===== config.mk =====
export PLATFORM = sky130hd
export DESIGN_NAME = exc_entry_unit
export DESIGN_NICKNAME = d
export VERILOG_FILES = /design/src/rtl/exc_entry_pkg.sv /design/src/rtl/exc_msr_stack.sv /design/src/rtl/exc_ctx_save.sv /design/src/rtl/exc_entry_unit.sv
export SDC_FILE = /design/constraint.sdc
export NUM_CORES = 1
export LEC_CHECK = 0
export ABC_AREA = 1
export BUFFER_PORTS_ARGS = -buffer_cell sky130_fd_sc_hd__buf_2
export CAP_MARGIN = 40
export CORE_MARGIN = 8
export CORE_UTILIZATION = 43
export CTS_CLUSTER_SIZE = 20
export DETAILED_ROUTE_END_ITERATION = 8
export PLACE_DENSITY = 0.77
export SYNTH_ARGS = -nofsm -noshare
export SYNTH_HDL_FRONTEND = slang
export SYNTH_HIERARCHICAL = 1
export SYNTH_SLANG_ARGS = --single-unit

===== constraint.sdc =====
create_clock -name clk -period 0.8 [get_ports clk]
set_clock_uncertainty 0.05 [all_clocks]
set_input_delay 0.12 -clock clk [delete_from_list [all_inputs] [get_ports clk]]
set_output_delay 0.12 -clock clk [all_outputs]
set_load 0.02 [all_outputs]

===== src/rtl/exc_entry_pkg.sv =====
package exc_entry_pkg;

    localparam int XLEN = 32;
    localparam int IFW  = 4;

    typedef struct packed {
        logic [XLEN-1:0] pc;
        logic [XLEN-1:0] r17;
        logic [XLEN-1:0] esr;
        logic [XLEN-1:0] btr;
        logic [XLEN-1:0] msr;
        logic [IFW-1:0]  iflags;
        logic            done;
    } exc_state_t;

endpackage


===== src/rtl/exc_msr_stack.sv =====
module exc_msr_stack #(
    parameter int W           = 32,
    parameter int MSR_VM_BIT  = 13,
    parameter int MSR_UM_BIT  = 11,
    parameter int MSR_EIP_BIT = 9
) (
    input  logic [W-1:0] msr_in,
    output logic [W-1:0] msr_out
);
    localparam int VMS_BIT = MSR_VM_BIT + 1;
    localparam int UMS_BIT = MSR_UM_BIT + 1;
    localparam logic [W-1:0] LIVE_MASK  = (W'(1) << MSR_VM_BIT) | (W'(1) << MSR_UM_BIT);
    localparam logic [W-1:0] SAVE_MASK  = (W'(1) << VMS_BIT) | (W'(1) << UMS_BIT);
    localparam logic [W-1:0] EIP_MASK   = W'(1) << MSR_EIP_BIT;

    logic [W-1:0] pushed;

    always_comb begin
        pushed  = (msr_in & LIVE_MASK) << 1;
        msr_out = (msr_in & ~(LIVE_MASK | SAVE_MASK)) | pushed | EIP_MASK;
    end
endmodule


===== src/rtl/exc_ctx_save.sv =====
module exc_ctx_save #(
    parameter int W          = 32,
    parameter int ESR_DS_BIT = 12,
    parameter int PC_STEP    = 4
) (
    input  logic [W-1:0] pc_in,
    input  logic         dslot,
    input  logic [W-1:0] esr_in,
    input  logic [W-1:0] btr_in,
    input  logic [W-1:0] target,
    output logic [W-1:0] r17_out,
    output logic [W-1:0] esr_out,
    output logic [W-1:0] btr_out
);
    localparam logic [W-1:0] DS_MASK = W'(1) << ESR_DS_BIT;

    always_comb begin
        r17_out = pc_in + W'(PC_STEP);
        esr_out = esr_in & ~DS_MASK;
        btr_out = btr_in;
        if (dslot) begin
            esr_out = esr_out | DS_MASK;
            btr_out = target;
        end
    end
endmodule


===== src/rtl/exc_entry_unit.sv =====
module exc_entry_unit
    import exc_entry_pkg::*;
#(
    parameter int              MSR_VM_BIT   = 13,
    parameter int              MSR_UM_BIT   = 11,
    parameter int              MSR_EIP_BIT  = 9,
    parameter int              ESR_DS_BIT   = 12,
    parameter int              IF_IMM_BIT   = 0,
    parameter int              IF_DSLOT_BIT = 1,
    parameter int              PC_STEP      = 4,
    parameter logic [XLEN-1:0] EXC_VECTOR   = 32'h0000_0020
) (
    input  logic            clk,
    input  logic            rst_n,
    input  logic            exc_req,
    input  logic            cfg_exc_en,
    input  logic [XLEN-1:0] cur_pc,
    input  logic [XLEN-1:0] cur_r17,
    input  logic [XLEN-1:0] cur_esr,
    input  logic [XLEN-1:0] cur_btr,
    input  logic [XLEN-1:0] cur_msr,
    input  logic [IFW-1:0]  cur_iflags,
    input  logic [XLEN-1:0] br_target,
    output logic [XLEN-1:0] nxt_pc,
    output logic [XLEN-1:0] nxt_r17,
    output logic [XLEN-1:0] nxt_esr,
    output logic [XLEN-1:0] nxt_btr,
    output logic [XLEN-1:0] nxt_msr,
    output logic [IFW-1:0]  nxt_iflags,
    output logic            entry_done
);
    localparam logic [IFW-1:0] IF_CLR_MASK =
        (IFW'(1) << IF_IMM_BIT) | (IFW'(1) << IF_DSLOT_BIT);

    exc_state_t state_d, state_q;
    logic            take;
    logic            dslot;
    logic [XLEN-1:0] stk_msr, sv_r17, sv_esr, sv_btr;

    assign take  = exc_req && cfg_exc_en;
    assign dslot = cur_iflags[IF_DSLOT_BIT];

    exc_msr_stack #(
        .W(XLEN), .MSR_VM_BIT(MSR_VM_BIT),
        .MSR_UM_BIT(MSR_UM_BIT), .MSR_EIP_BIT(MSR_EIP_BIT)
    ) u_msr (
        .msr_in (cur_msr),
        .msr_out(stk_msr)
    );

    exc_ctx_save #(
        .W(XLEN), .ESR_DS_BIT(ESR_DS_BIT), .PC_STEP(PC_STEP)
    ) u_ctx (
        .pc_in  (cur_pc),
        .dslot  (dslot),
        .esr_in (cur_esr),
        .btr_in (cur_btr),
        .target (br_target),
        .r17_out(sv_r17),
        .esr_out(sv_esr),
        .btr_out(sv_btr)
    );

    always_comb begin
        state_d.pc     = cur_pc;
        state_d.r17    = cur_r17;
        state_d.esr    = cur_esr;
        state_d.btr    = cur_btr;
        state_d.msr    = cur_msr;
        state_d.iflags = cur_iflags;
        state_d.done   = 1'b0;
        if (take) begin
            state_d.pc     = EXC_VECTOR;
            state_d.r17    = sv_r17;
            state_d.esr    = sv_esr;
            state_d.btr    = sv_btr;
            state_d.msr    = stk_msr;
            state_d.iflags = cur_iflags & ~IF_CLR_MASK;
            state_d.done   = 1'b1;
        end
    end

    always_ff @(posedge clk or negedge rst_n) begin
        if (!rst_n) begin
            state_q <= '0;
        end else begin
            state_q <= state_d;
        end
    end

    assign nxt_pc     = state_q.pc;
    assign nxt_r17    = state_q.r17;
    assign nxt_esr    = state_q.esr;
    assign nxt_btr    = state_q.btr;
    assign nxt_msr    = state_q.msr;
    assign nxt_iflags = state_q.iflags;
    assign entry_done = state_q.done;
endmodule


* Word level (Yosys, flattened, before mapping)
Cells that the tools add are included.
** Word-level totals
- Flip-flop bits (word level) :: 165
- Input bits :: 200
- Output and inout bits :: 165
- Logic and storage cells :: 13
** Operators by class
- Add/sub/neg operators :: 1
- Muxes and demuxes :: 3
- Bitwise logic cells :: 1
- Reduce and logical (&&, ||, !) cells :: 1
** Operators with widths (count)
- 2-to-1 mux 165 bit :: 1
- adder 32 x 3 -> 32 bit, second input constant :: 1
- 2-to-1 mux 32 bit :: 1
- OR 32 x 15 -> 32 bit :: 1
- 2-to-1 mux 13 bit :: 1
- logical AND 1 bit :: 1

* Longest topological paths before layout
Gate-level depths: netlist of the first run.
- Depth in word-level cells :: 2
- Gate-level depth with buffers :: 10
- Mapped depth without buffers :: 10

* Cells and area by module
The synthesis of the first run kept the hierarchy.
** By module, submodules not included
- exc_entry_unit :: instances 1, cells an instance 664, area an instance 6219.7 µm², sequential area each 4129.0 µm²
- exc_ctx_save :: instances 1, cells an instance 241, area an instance 1537.7 µm², sequential area each 0.0 µm²
- exc_msr_stack :: instances 1, cells an instance 34, area an instance 247.7 µm², sequential area each 0.0 µm²

* Worst setup path before layout of the first run
Ideal clock, no wire load.
- Kind :: input to register
- From :: input cur_pc[2]
- To :: register state_q (netlist bit nxt_r17[22])
- Arrival :: 988 ps
- Required time :: 634 ps
- Setup slack :: -355 ps
- Stages :: 10
- Path buffers :: 0
- Path through :: ha_1 > nand2_1 > nor2_2 > nand2_2 > nor2_4 > nand2_1 > nand2_1 > nand2_1 > nand3_1 > nand2_1
** RTL lines
- start: declaration :: line exc_entry_unit.sv:17 : input logic [XLEN-1:0] cur_pc,
- end signal: assignment :: line exc_entry_unit.sv:87 : state_q <= state_d;
- end: declaration :: line exc_entry_unit.sv:35 : exc_state_t state_d, state_q;

* Final worst setup path of the first run
- From :: register state_q (netlist bit nxt_r17[15])
- To :: output nxt_r17[15]
** RTL lines
- end: declaration :: line exc_entry_unit.sv:25 : output logic [XLEN-1:0] nxt_r17,
No word-level cell between the ends.

==> flow_summary.yaml, run 1 <==
outcome:
  outcome: "finished, violations left"
  violations: "negative setup slack"
finish:
  fillCellCount: 1019
  finalNonFillerCells: 1708
  fin_util: 0.764
  final_nets: 1659
  drive_gt1_frac: 0.428
  multi_input_area_um2: 3530
  area_growth_pct: 76.7
  seqCellArea_um2: 4130
hold_path:
  whs_path_depth: 4
  hold_end: "nxt_btr[30]"
  hold_class: "input pin to flip-flop"
  hp-start: "br_target[30]"
detailed_routing:
  drc: 0
  drtAntennaViolNets: 0
  drtIter0Drc: 637
  wl_per_cell_um: 22.1
  vias_per_cell: 5.34
  vias: 9115
  wirelength_mm: 37.7
  drt_first_pass_iters: 5
synth:
  syn-cell-area_um2: 8010
  ys_ff_latch: 165
  synth-seq-area-share: 0.516
  syn_inst: 939
  synth_xor_area_frac: 0.0173
  muxShareOfSynthArea: 0.0450
  ys_warn_count: 6
  synth_compound_gate_area_share: 0
  synth-simple-area-share: 0.304
  yosys.area_share.adder: 0.00156
  syn_area_per_cell_um2: 8.53
  synth_cell_type_count: 24
  synth_top_family_by_area: "simple AND/OR/NAND/NOR gates"
timing:
  rsz0062_at_grt: "true"
  maxSlewViolCount: 0
  layout_setup_ws_ns: -0.391
  timing.fmax_mhz: 840
  fin_crit_sh: 1.49
  hold-worst-slack_ns: 0.0124
  hold_viol: 0
  setup_viol: 189
  tns_ns: -52.30
  fin_crit_ns: 1.19
grt:
  grt_max_degree: 40
  grt_pass1_wl_mm: 54.1
  antenna_found_initial: 2
  first_global_vias: 9815
  grt_usage: 0.296
  grt.overflow.total: 0
die:
  core-area_um2: 18500
  num_rows: 50
  pin_count: 365
  die_h_um: 152
  dieArea_um2: 23200
  fp.dieW_um: 152
  start_util: 0.432
worst_setup_path:
  arrival_ns: 1.02
  critical_path_required_ns: 0.63
  critPathTopFamily: "flip-flops"
  start_kind: "flip-flop"
  worst_path_max_delay_cell: "dfrtp_1"
  crit_buf_inv: 1
  end_kind: "output pin"
  cpPeakStageDelay_ns: 0.44
  cp_max_fo: 1
  cp_cell_sequence: "buf_6"
  critical_path_class: "flip-flop to output pin"
  cp.depth: 1
power:
  p_switching_w: 0.00728
  clockPowerShare: 0.336
  p_per_area_nw_per_um2: 1670
  power_frac_comb: 0.269
  swShare: 0.307
  p_int_w: 0.0164
  seqPwrFrac: 0.395
  p_leak_nw: 7.52
  vdd_drop_max_mv: 1.40
placed_design:
  dp_hpwl_mm: 21.0
  routabilityCongestion: 0.934
  place_inst: 1514
  numPortBuffers: 364
clock_tree:
  htreeDepth: 4
  cts_buffers: 17
  clock-sinks: 165
  cts-root-buf: "clkbuf_16"
  clkTransAtPathRegs_ns: 0.07
  clockBufferDepth: 2
  cts_tree: "yes"
job:
  cap_viol_max_count: 0
layer usage:
layer	vias to the layer above	wire length, um	track usage
li1	3897	-	-
met2	703	19100	0.527
met4	0	2980	0.209
met3	228	3350	0.0868
met1	4287	12300	0.291
met5	-	0	0
cell usage after synthesis:
master      n  area share
nand2_8     1      0.0025
xor2_1     10       0.011
nand2_1   335        0.16
nand3_1   134       0.084
dfrtp_1   165        0.52
xor2_2      1      0.0020
xnor2_1     4      0.0044
buf_4      66       0.062
and2_1      3      0.0023
ha_1        1      0.0016
inv_2       1     0.00047
inv_1      49       0.023
nor2_4      4      0.0056
nor2_2      5      0.0039
mux2_2     30       0.042
buf_2      47       0.029
conb_1      2     0.00094
nor2_8      3      0.0075
clkbuf_1    2     0.00094
mux2_1      2      0.0028
nand3b_1    8      0.0075
nand2_2     5      0.0039
nor2_1     60       0.028
nand2_4     1      0.0014
registers in the layout, summed over array words and instances, names as in the netlist:
| name | count |
|---|---|
| nxt_msr | 32 |
| nxt_btr | 32 |
| nxt_iflags | 4 |
| entry_done | 1 |
| nxt_esr | 32 |
| nxt_pc | 32 |
| nxt_r17 | 32 |
cell families after synthesis:
family | Yosys count
adder cells (fa/ha/maj) | 1
XOR/XNOR | 15
multiplexers | 32
AND/OR/NAND/NOR | 559
other | 2
buffers and inverters | 165
flip-flops | 165
cells in the final DEF, fill, tap and decap left out, types with 2 or more instances in the layout:
master / instances
and2_1: 2
buf_8: 2
nand2_4: 12
nor2_1: 38
inv_1: 48
xor2_2: 2
diode_2: 3
xor2_1: 9
nand2_1: 311
nand3_2: 33
nand3_1: 100
buf_2: 181
xnor2_1: 3
clkinv_2: 4
clkinv_4: 3
inv_2: 2
clkinvlp_4: 2
nor2_2: 12
buf_6: 175
conb_1: 3
dfrtp_1: 165
clkbuf_16: 17
mux2_4: 32
dlymetal6s4s_1: 3
nand3b_1: 8
nor2_4: 19
dlygate4sd3_1: 151
buf_12: 18
inv_6: 4
buf_4: 83
nor2_8: 3
nand2_2: 18
how the worst max path moves through the flow:
| stage | from | slack (ns) | endpoint |
|---|---|---|---|
| after CTS | nxt_r17[15] | -0.39 | nxt_r17[15] |
| final | nxt_r17[15] | -0.39 | nxt_r17[15] |
| after detailed placement | cur_pc[3] | -0.58 | nxt_r17[22] |
| after global routing | nxt_r17[15] | -0.42 | nxt_r17[15] |
| after global placement | cur_pc[3] | -0.53 | nxt_r17[22] |
| after floorplan | cur_pc[2] | -0.26 | nxt_r17[22] |
final cells by class:
cell class,count,area share
Clock buffer,18,0.0303
Timing Repair Buffer,614,0.385
Sequential cell,165,0.292
Inverter,50,0.0133
Antenna cell,3,0.000531
Clock inverter,14,0.00893
Tap cell,234,0.0207
Multi-Input combinational cell,610,0.249
power by group through the flow:
stage | clock, W | sequential (W) | combinational (W)
2_1_floorplan | 0 | 0.0102 | 0.00163
3_3_place_gp | 0 | 0.00928 | 0.00442
3_5_place_dp | 0 | 0.00930 | 0.00451
4_1_cts | 0.00800 | 0.00932 | 0.00592
5_1_grt | 0.00835 | 0.00940 | 0.00667
6_report | 0.00796 | 0.00937 | 0.00636
stage by stage:
| stage | power (W) | cell area [um2] | worst slack (ns) |
|---|---|---|---|
| 2_1_floorplan | 0.0118 | 8410 | -0.264 |
| 3_3_place_gp | 0.0137 | 10600 | -0.531 |
| 3_5_place_dp | 0.0138 | 10600 | -0.575 |
| 4_1_cts | 0.0232 | 13800 | -0.387 |
| 5_1_grt | 0.0244 | 14100 | -0.422 |
| 6_report | 0.0237 | 14100 | -0.391 |
repair_timing:
action / 4_1_cts / 5_1_grt
buffers inserted: 2 / 4
setup endpoints to repair: 186 / 189
endpoints found under the hold margin: 318 / 0
hold buffers: 154 / 0
gates resized for setup: 355 / 77
pin swaps: 21 / 55
No activity file was read; power rests on OpenSTA's default activity.
==> inputs of run 2 (changes only) <==
- CORE_ASPECT_RATIO: not set -> 0.6
==> flow_summary.yaml, run 2 (synthesis results as in run 1) <==
outcome:
  outcome: "finished, violations left"
  violations: "negative setup slack"
timing:
  maxSlewViolCount: 0
  fin_crit_sh: 1.44
  timing.fmax_mhz: 867
  setup_viol: 190
  fin_crit_ns: 1.15
  hold_viol: 0
  layout_setup_ws_ns: -0.353
  hold-worst-slack_ns: 0.00921
  rsz0062_at_grt: "true"
placed_design:
  routabilityCongestion: 0.909
  numPortBuffers: 364
  place_area_um2: 10500
  pre_cts_ws_ns: -0.622
  place_inst: 1503
  dp_hpwl_mm: 21.5
finish:
  drive_gt1_frac: 0.422
  area_growth_pct: 75.7
  final_nets: 1647
  design_area_um2: 14100
  layout_commonest_cell: "nand2_1"
  finalNonFillerCells: 1706
  layout_common_cells: "nand2_1 (311), buf_2 (185), buf_6 (172)"
worst_setup_path:
  critPathTopFamily: "flip-flops"
  critical_path_class: "flip-flop to output pin"
  arrival_ns: 0.98
  end_kind: "output pin"
  cpPeakStageDelay_ns: 0.43
  start_kind: "flip-flop"
  cp_max_fo: 1
  cp_cell_sequence: "buf_6"
  critical_path_required_ns: 0.63
  worst_path_max_delay_cell: "dfrtp_1"
  crit_buf_inv: 1
hold_path:
  hold_class: "input pin to flip-flop"
power:
  p_switching_w: 0.00717
  power_frac_comb: 0.263
  p_per_area_nw_per_um2: 1690
  clockPowerShare: 0.344
  vdd_drop_max_mv: 1.19
  seqPwrFrac: 0.393
  p_leak_nw: 7.45
  p_int_w: 0.0166
  swShare: 0.301
clock_tree:
  clockBufferDepth: 2
  cts-root-buf: "clkbuf_16"
  cts_tree: "yes"
  cts_buffers: 17
  clkTransAtPathRegs_ns: 0.06
  clock-sinks: 165
  htreeDepth: 4
grt:
  grt-busiest-layer: "met2"
  grt_pass1_wl_mm: 54.0
  grt_use_met2: 0.508
  met3_usage: 0.114
  first_global_vias: 9332
  grt.overflow.total: 0
  grt_max_degree: 53
  use_met1: 0.333
  antenna_found_initial: 7
  grt_usage: 0.298
detailed_routing:
  wl_per_cell_um: 21.7
  drc: 0
  drtAntennaViolNets: 0
  drt_first_pass_iters: 7
  vias: 8891
  drtIter0Drc: 804
  vias_per_cell: 5.21
  wirelength_mm: 37.0
die:
  fp.dieW_um: 192
  pin_count: 365
  num_rows: 38
  core-area_um2: 18200
  die_h_um: 122
  dieArea_um2: 23400
  start_util: 0.441
job:
  cap_viol_max_count: 0
-- run 2: what timing repair did --
item,4_1_cts,5_1_grt
buffers inserted,1,9
pin swaps,19,47
hold endpoints to repair,318,0
endpoints found under the setup margin,188,190
resized for setup,359,67
hold buffers,154,0
-- run 2: routing by layer --
layer / share of wire / vias to the layer above
met5: 0 / -
met2: 0.49 / 603
met1: 0.35 / 4292
met4: 0.044 / 0
met3: 0.12 / 124
li1: - / 3872
-- run 2: path summary, 6_finish.rpt --
| path | startpoint | endpoint | slack, ns | cells after the start |
|---|---|---|---|---|
| min in group asynchronous | rst_n | nxt_pc[22] | 0.08 | 2 |
| min | br_target[12] | nxt_btr[12] | 0.009 | 4 |
| max in group asynchronous | rst_n | nxt_btr[29] | 0.12 | 3 |
| max | nxt_r17[24] | nxt_r17[24] | -0.35 | 1 |
-- run 2: power by group through the flow --
stage               sequential [W]  combinational, W  clock, W
global route               0.00939           0.00658   0.00869
floorplan                   0.0102           0.00163         0
global placement           0.00928           0.00438         0
finish                     0.00935           0.00626   0.00818
detailed placement         0.00930           0.00446         0
CTS                        0.00931           0.00587   0.00827
-- run 2: cell type report --
cell class | count | area (um2)
sequential | 165 | 4130
clock buffer | 20 | 467
fill | 1002 | 4100
clock inverter | 12 | 119
multi-input combinational | 610 | 3520
inverter | 50 | 191
antenna | 7 | 17.5
timing repair buffer | 602 | 5320
tap | 240 | 300
-- run 2: stage by stage --
step           utilization  power (W)  setup TNS, ns
2_1_floorplan            -     0.0118          -9.31
3_3_place_gp         0.577     0.0137         -36.35
3_5_place_dp         0.577     0.0138         -38.87
4_1_cts              0.757     0.0235         -52.54
5_1_grt              0.774     0.0247         -57.76
6_report             0.774     0.0238         -51.53
==> inputs of run 3 (changes only) <==
- CELL_PAD_IN_SITES_DETAIL_PLACEMENT: not set -> 0
- CELL_PAD_IN_SITES_GLOBAL_PLACEMENT: not set -> 2
- CORE_UTILIZATION: 43 -> 23
- PLACE_DENSITY: 0.77 -> not set
- PLACE_DENSITY_LB_ADDON: not set -> 0.1
==> flow_summary.yaml, run 3 (synthesis results as in run 1) <==
power:
  p_leak_nw: 7.58
  vdd_drop_max_mv: 1.45
  total_power_w: 0.0244
  p_per_area_nw_per_um2: 1670
worst_setup_path:
  end_kind: "output pin"
  crit_buf_inv: 1
  cp_cell_sequence: "buf_6"
  start_kind: "flip-flop"
  critPathTopFamily: "flip-flops"
  crit_start: "nxt_r17[28]"
  critical_path_class: "flip-flop to output pin"
  cp_max_fo: 1
  arrival_ns: 1.05
  cpPeakStageDelay_ns: 0.46
  worst_path_max_delay_cell: "dfrtp_2"
  critical_path_required_ns: 0.63
clock_tree:
  clock-sinks: 165
  clockBufferDepth: 2
  cts-root-buf: "clkbuf_16"
  htreeDepth: 4
  clkTransAtPathRegs_ns: 0.07
  cts_buffers: 17
  cts_tree: "yes"
placed_design:
  pre_cts_ws_ns: -0.642
  dp_hpwl_mm: 26.2
  place_inst: 1750
  place_area_um2: 11000
  routabilityCongestion: 0.793
  numPortBuffers: 364
timing:
  maxSlewViolCount: 0
  hold_viol: 27
  layout_setup_ws_ns: -0.416
  hold-worst-slack_ns: -0.0138
  fin_crit_sh: 1.52
  setup_viol: 187
  fin_crit_ns: 1.22
  timing.fmax_mhz: 822
  rsz0062_at_grt: "true"
finish:
  multi_input_area_um2: 3570
  design_area_um2: 14700
  seqCellArea_um2: 4130
  fin_util: 0.423
  finalNonFillerCells: 1947
  fillCellCount: 3430
  drive_gt1_frac: 0.437
  layout_common_cells: "nand2_1 (299), buf_2 (181), buf_6 (174)"
  final_nets: 1669
  area_growth_pct: 83.1
  layout_commonest_cell: "nand2_1"
detailed_routing:
  drt_first_pass_iters: 4
  vias_per_cell: 4.05
  drtAntennaViolNets: 0
  wirelength_mm: 34.9
  drtIter0Drc: 314
  wl_per_cell_um: 17.9
  vias: 7890
  drc: 0
grt:
  grt_usage: 0.169
  first_global_vias: 8446
  grt_max_degree: 42
  antenna_found_initial: 1
  grt_pass1_wl_mm: 53.8
  grt.overflow.total: 0
die:
  core-area_um2: 34600
  start_util: 0.231
  dieArea_um2: 41200
  fp.dieW_um: 257
  die_h_um: 161
  pin_count: 365
  num_rows: 53
job:
  cap_viol_max_count: 0
outcome:
  outcome: "finished, violations left"
  violations: "negative hold slack, negative setup slack"
hold_path:
  hp-start: "br_target[13]"
  hold_class: "input pin to flip-flop"
[run 3: cell types whose count changed in the layout (fill, tap and decap cells not counted), sizes merged]
cell / change
clkinvlp: -1
bufinv: +3
diode: -6
dlymetal6s4s: -3
dlygate4sd3: +10
buf: +11
clkbuf: +2
clkinv: -2
[run 3: metal layers]
metal	global-route usage	vias up	routed length, um
met2	0.263	201	16000
li1	-	3918	-
met5	0	-	0
met1	0.229	3748	16600
met4	0.0413	0	539
met3	0.0473	23	1770
[run 3: path summary, 6_finish.rpt]
| path | cells past startpoint | slack, ns | endpoint |
|---|---|---|---|
| worst max-delay path | 1 | -0.42 | nxt_r17[28] |
| worst min-delay path | 4 | -0.01 | nxt_btr[13] |
| max in group asynchronous | 3 | 0.10 | nxt_msr[8] |
| min in group asynchronous | 2 | 0.07 | nxt_pc[21] |
[run 3: power breakdown]
part	internal, W	switching (W)
registers	0.00898	0.000333
clock network	0.00522	0.00370
logic	0.00314	0.00304
[run 3: repair_timing]
action	in CTS	in global routing
cloned	0	0
resized for setup	376	70
buffers inserted	3	3
pin swaps	32	44
setup endpoints to repair	188	219
hold endpoints to repair	325	32
hold buffers	161	32
[run 3: per-stage QoR]
stage,TNS [ns],hold WS (ns)
6_report,-53.43,-0.0138
5_1_grt,-62.62,-0.0267
4_1_cts,-60.51,-0.0472
3_5_place_dp,-43.93,-0.0335
3_3_place_gp,-43.29,-0.0381
2_1_floorplan,-9.31,-0.226
[run 3: final cells by class]
class	count	share of cell area
Tap cell	467	0.0399
Multi-Input combinational cell	610	0.243
Clock inverter	12	0.0122
Inverter	50	0.0128
Antenna cell	1	0.000171
Clock buffer	18	0.0293
Timing Repair Buffer	624	0.381
Sequential cell	165	0.282
